File: config.mk
export PLATFORM = sky130hd
export DESIGN_NAME = cmt_channel
export DESIGN_NICKNAME = d
export VERILOG_FILES = /design/src/rtl/cmt_pkg.sv /design/src/rtl/cmt_regs.sv /design/src/rtl/cmt_match.sv /design/src/rtl/cmt_out.sv /design/src/rtl/cmt_channel.sv
export SDC_FILE = /design/constraint.sdc
export NUM_CORES = 1
export LEC_CHECK = 0
export ABC_CLOCK_PERIOD_IN_PS = 4100
export BUFFER_PORTS_ARGS = -buffer_cell sky130_fd_sc_hd__buf_2
export CORE_UTILIZATION = 35
export DETAILED_ROUTE_END_ITERATION = 10
export HOLD_SLACK_MARGIN = 0.12
export PLACE_DENSITY = 0.63
export SYNTH_ARGS = -nofsm -noshare
export SYNTH_HDL_FRONTEND = slang
export SYNTH_SLANG_ARGS = --single-unit
File: constraint.sdc
create_clock -name clk -period 4.1 [get_ports clk]
set_input_delay 0.205 -clock clk [delete_from_list [all_inputs] [get_ports clk]]
set_output_delay 0.205 -clock clk [all_outputs]
set_load 0.005 [all_outputs]
File: src/rtl/cmt_pkg.sv
package cmt_pkg;

    typedef enum logic [1:0] {
        REG_MODE   = 2'd0,
        REG_CMP_LO = 2'd1,
        REG_CMP_HI = 2'd2,
        REG_STATUS = 2'd3
    } reg_addr_e;

    // Field order gives bit positions: irq_en is bit 0, toggle_en is bit 3
    typedef struct packed {
        logic toggle_en;
        logic match_en;
        logic cmp_en;
        logic irq_en;
    } mode_t;

    localparam int MODE_W = $bits(mode_t);

    function automatic logic mode_active(mode_t m);
        return m.toggle_en & m.match_en & m.cmp_en;
    endfunction

endpackage

File: src/rtl/cmt_regs.sv
module cmt_regs
    import cmt_pkg::*;
#(
    parameter int BYTE_W = 8,
    localparam int CNT_W = 2 * BYTE_W
) (
    input  logic              clk,
    input  logic              rst,
    input  logic              wr_en,
    input  logic [1:0]        addr,
    input  logic [BYTE_W-1:0] wdata,
    input  logic              flag,
    output mode_t             mode,
    output logic [CNT_W-1:0]  cmp,
    output logic              clr_req,
    output logic [BYTE_W-1:0] rdata
);

    reg_addr_e sel;
    assign sel = reg_addr_e'(addr);

    always_ff @(posedge clk) begin
        if (rst) begin
            mode <= '0;
            cmp  <= '0;
        end else if (wr_en) begin
            case (sel)
                REG_MODE:   mode <= mode_t'(wdata[MODE_W-1:0]);
                REG_CMP_LO: begin
                    cmp[BYTE_W-1:0] <= wdata;
                    mode.cmp_en     <= 1'b0;
                end
                REG_CMP_HI: begin
                    cmp[CNT_W-1:BYTE_W] <= wdata;
                    mode.cmp_en         <= 1'b1;
                end
                default: ;
            endcase
        end
    end

    assign clr_req = wr_en && (sel == REG_STATUS) && !wdata[0];

    always_comb begin
        rdata = '0;
        case (sel)
            REG_MODE:   rdata[MODE_W-1:0] = mode;
            REG_CMP_LO: rdata = cmp[BYTE_W-1:0];
            REG_CMP_HI: rdata = cmp[CNT_W-1:BYTE_W];
            REG_STATUS: rdata[0] = flag;
            default:    rdata = '0;
        endcase
    end

    assert_lo_write_disables_R3: assert property (@(posedge clk) disable iff (rst)
        (wr_en && sel == REG_CMP_LO) |=> !mode.cmp_en);

    assert_hi_write_enables_R4: assert property (@(posedge clk) disable iff (rst)
        (wr_en && sel == REG_CMP_HI) |=> mode.cmp_en);

endmodule

File: src/rtl/cmt_match.sv
module cmt_match #(
    parameter int CNT_W = 16
) (
    input  logic             clk,
    input  logic             rst,
    input  logic [CNT_W-1:0] count,
    input  logic [CNT_W-1:0] cmp,
    output logic             hit
);

    logic [CNT_W-1:0] count_q;

    always_ff @(posedge clk) begin
        if (rst) count_q <= '0;
        else     count_q <= count;
    end

    // One pulse per timebase step into equality
    assign hit = (count == cmp) && (count != count_q);

endmodule

File: src/rtl/cmt_out.sv
module cmt_out
    import cmt_pkg::*;
(
    input  logic  clk,
    input  logic  rst,
    input  logic  hit,
    input  mode_t mode,
    input  logic  clr_req,
    output logic  pin,
    output logic  flag,
    output logic  irq
);

    logic fire;
    assign fire = hit && mode_active(mode);

    always_ff @(posedge clk) begin
        if (rst) begin
            pin  <= 1'b0;
            flag <= 1'b0;
        end else begin
            if (fire)         pin <= ~pin;
            if (fire)         flag <= 1'b1;   // hardware set wins over clear
            else if (clr_req) flag <= 1'b0;
        end
    end

    assign irq = flag && mode.irq_en;

    assert_fire_flips_pin_R5: assert property (@(posedge clk) disable iff (rst)
        (hit && mode_active(mode)) |=> (pin != $past(pin)));

    assert_idle_holds_pin_R7: assert property (@(posedge clk) disable iff (rst)
        !mode_active(mode) |=> $stable(pin));

    assert_flag_sticky_R8: assert property (@(posedge clk) disable iff (rst)
        (flag && !clr_req) |=> flag);

    assert_fire_sets_flag_R10: assert property (@(posedge clk) disable iff (rst)
        (hit && mode_active(mode)) |=> flag);

endmodule

File: src/rtl/cmt_channel.sv
module cmt_channel
    import cmt_pkg::*;
#(
    parameter int BYTE_W = 8,
    localparam int CNT_W = 2 * BYTE_W
) (
    input  logic              clk,
    input  logic              rst,
    input  logic [CNT_W-1:0]  count_i,
    input  logic              wr_en,
    input  logic [1:0]        addr,
    input  logic [BYTE_W-1:0] wdata,
    output logic [BYTE_W-1:0] rdata_o,
    output logic              pin_o,
    output logic              irq_o
);

    mode_t            mode;
    logic [CNT_W-1:0] cmp;
    logic             clr_req;
    logic             flag;
    logic             hit;

    cmt_regs #(.BYTE_W(BYTE_W)) u_regs (
        .clk(clk), .rst(rst), .wr_en(wr_en), .addr(addr), .wdata(wdata),
        .flag(flag), .mode(mode), .cmp(cmp), .clr_req(clr_req), .rdata(rdata_o)
    );

    cmt_match #(.CNT_W(CNT_W)) u_match (
        .clk(clk), .rst(rst), .count(count_i), .cmp(cmp), .hit(hit)
    );

    cmt_out u_out (
        .clk(clk), .rst(rst), .hit(hit), .mode(mode), .clr_req(clr_req),
        .pin(pin_o), .flag(flag), .irq(irq_o)
    );

    assert_hit_on_equal_R6: assert property (@(posedge clk) disable iff (rst)
        hit |-> (count_i == cmp));

    assert_irq_follows_flag_R9: assert property (@(posedge clk) disable iff (rst)
        (flag && mode.irq_en) |-> irq_o);

endmodule

==> reports/metrics.yaml <==
cts_tree: "yes"
worst_slack_ns: 2.37
worstHoldPathType: "in -> reg"
n_antenna_cell: 0
synth_area_mm2: 0.00180
vias: 1509
synth_top_cell_by_area: "dfxtp_1"
wl_mm: 4.14
die_w_um: 73.6
grt_first_pass_wirelength_mm: 6.83
period_share_pct: 42.1
skew_ns: 0.00248
final_cell_mix: "38 x buf_2, 38 x dfxtp_1, 23 x nand2_1"
wire_per_inst_um: 13.5
vias_per_cell: 4.92
period_needed_ns: 1.73
max_clock_freq_ghz: 0.579
first_global_vias: 1451
yosysWarnings: 0
drt_iter0_drc: 82
cts-root-buf: "clkbuf_8"
path_class: "in -> out"
synth_fp_nets: 239
use_met1_pct: 21.0
cts_sinks: 38
worst_slew_pin_slew_ns: 0.707
clkTransAtPathRegs_ns: 0.08
cts_resized: 0
run_status: "finished clean"
clk_latency_ns: 0.29
rows: 25
crit_path_end_kind: "primary output"
synth_cell_type_count: 22
synth_top_area_share_pct: 42.4
post-route-util_pct: 44.4
cp-start-kind: "primary input"
ys_seq_area_share_pct: 42.4
dp_hpwl_mm: 3.06
power_density_mw_per_mm2: 377
cp_max_fo: 17
use_met3_pct: 3.70
cts_buffers: 5
port_buffers: 38
route.detailed.drc: 0
grt.overflow.total: 0
rsz0062_at_grt: "false"
antenna_left: 0
cts_max_level: 2
grtUsageMet2_pct: 28.5
top_usage_layer: "met2"
ir_worst_vdd_uv: 154
grt.total_usage_pct: 16.6
cts_hold_buf: 0
setup_viol: 0
fin_nets: 274
die_h_um: 73.6
cp.arrival_ns: 1.52
syn_to_final_growth_pct: 19.2
dp_slack_ns: 2.31
synth_area_leaders: "dfxtp_1 42%, xor2_1 9.3%, nor2b_1 7.7%"
synth_area_per_cell_um2: 8.80
die_area_mm2: 0.00542
io_pins: 39
cap_viol_max_count: 0
clock_path_buffers: 2
antenna_found_initial: 0
initial_core_util_pct: 37.3
slew_violations: 0
maxSlewHeadroom_pct: 52.9
required_ns: 3.89
fp.coreArea_mm2: 0.00482
dr.pass1.iters: 4
ys_ff_latch: 38
finalSetupTns_ns: 0
hold_viol_final: 0
routabilityCongestion: 0.806
netlist_instances: 204
drive_gt1_share_pct: 19.2
p_leak_uw: 0.000860
postCtsSetupBuffers: 0
grt_max_degree: 40
## registers in the layout, indices dropped and copies added (netlist names)
register	flops
u_regs.mode	4
u_regs.cmp	16
u_out.flag	1
u_out.pin	1
u_match.count_q	16
## Yosys cell counts
| cell | instances |
|---|---|
| dfxtp_1 | 38 |
| nand2_1 | 23 |
| nor2b_1 | 22 |
| a21oi_1 | 20 |
| nand3_1 | 20 |
| xor2_1 | 19 |
| xnor2_1 | 13 |
| clkbuf_1 | 9 |
| ha_1 | 6 |
| nand4_1 | 5 |
| nor2_1 | 5 |
| nor4_1 | 5 |
| a222oi_1 | 4 |
| a22oi_1 | 4 |
| inv_1 | 3 |
| mux2i_1 | 2 |
| a211oi_1 | 1 |
| and2_1 | 1 |
| buf_1 | 1 |
| mux2_1 | 1 |
| nor3_1 | 1 |
| o21ai_0 | 1 |
## cell type report
type / instances / area [um2]
clock inverters: 3 / 40.0
well taps: 67 / 83.8
fillers: 529 / 2680
multi-input cells: 153 / 986
repair buffers: 38 / 190
inverters: 3 / 11.3
flip-flops and latches: 38 / 761
clock buffers: 5 / 68.8
## final timing paths
kind	from	cells past startpoint	endpoint	slack, ns
min reg2reg	u_regs.mode[0]	2	u_regs.mode[0]	0.47
min	count_i[15]	2	u_match.count_q[15]	0.17
max reg2reg	u_match.count_q[12]	5	u_out.pin	2.47
max	addr[1]	6	rdata_o[0]	2.37
## through the flow
step           cells  hold slack, ns  total power [uW]  cell area (um2)
2_1_floorplan    204           0.333               459             1800
3_3_place_gp     299           0.458               497             2030
3_5_place_dp     299           0.464               499             2030
4_1_cts          307           0.171               812             2140
5_1_grt          307           0.175               836             2140
6_report         307           0.173               807             2140
## per-layer routing
layer  vias up  routed length (um)
li1        762                   -
met1       701                1920
met2        41                1980
met3         5                 191
met4         0                  41
met5         -                   0
## power breakdown
part           internal, uW  switching [uW]
registers               384            10.1
logic                  42.0            53.0
clock network           179             138
total                   605             201
## critical path, stage by stage
cell,delay [ns]
buf_2,0.12
inv_1,0.10
ha_1,0.58
a222oi_1,0.23
mux2i_1,0.16
buf_2,0.13
## kinds of logic (layout without fill, tap and decap cells)
logic type                 after synthesis  after routing  synth area share (%)
buffers and inverters                   13             49                  2.72
adders and majority gates                6              6                  4.18
muxes                                    3              3                  1.74
and+or+nand+nor                         82             82                  23.2
AOI/OAI and AO/OA                       30             30                  10.2
xor gates and xnor gates                32             32                  15.6
DFF                                     38             38                  42.4
(Power assumes the default switching activity.)
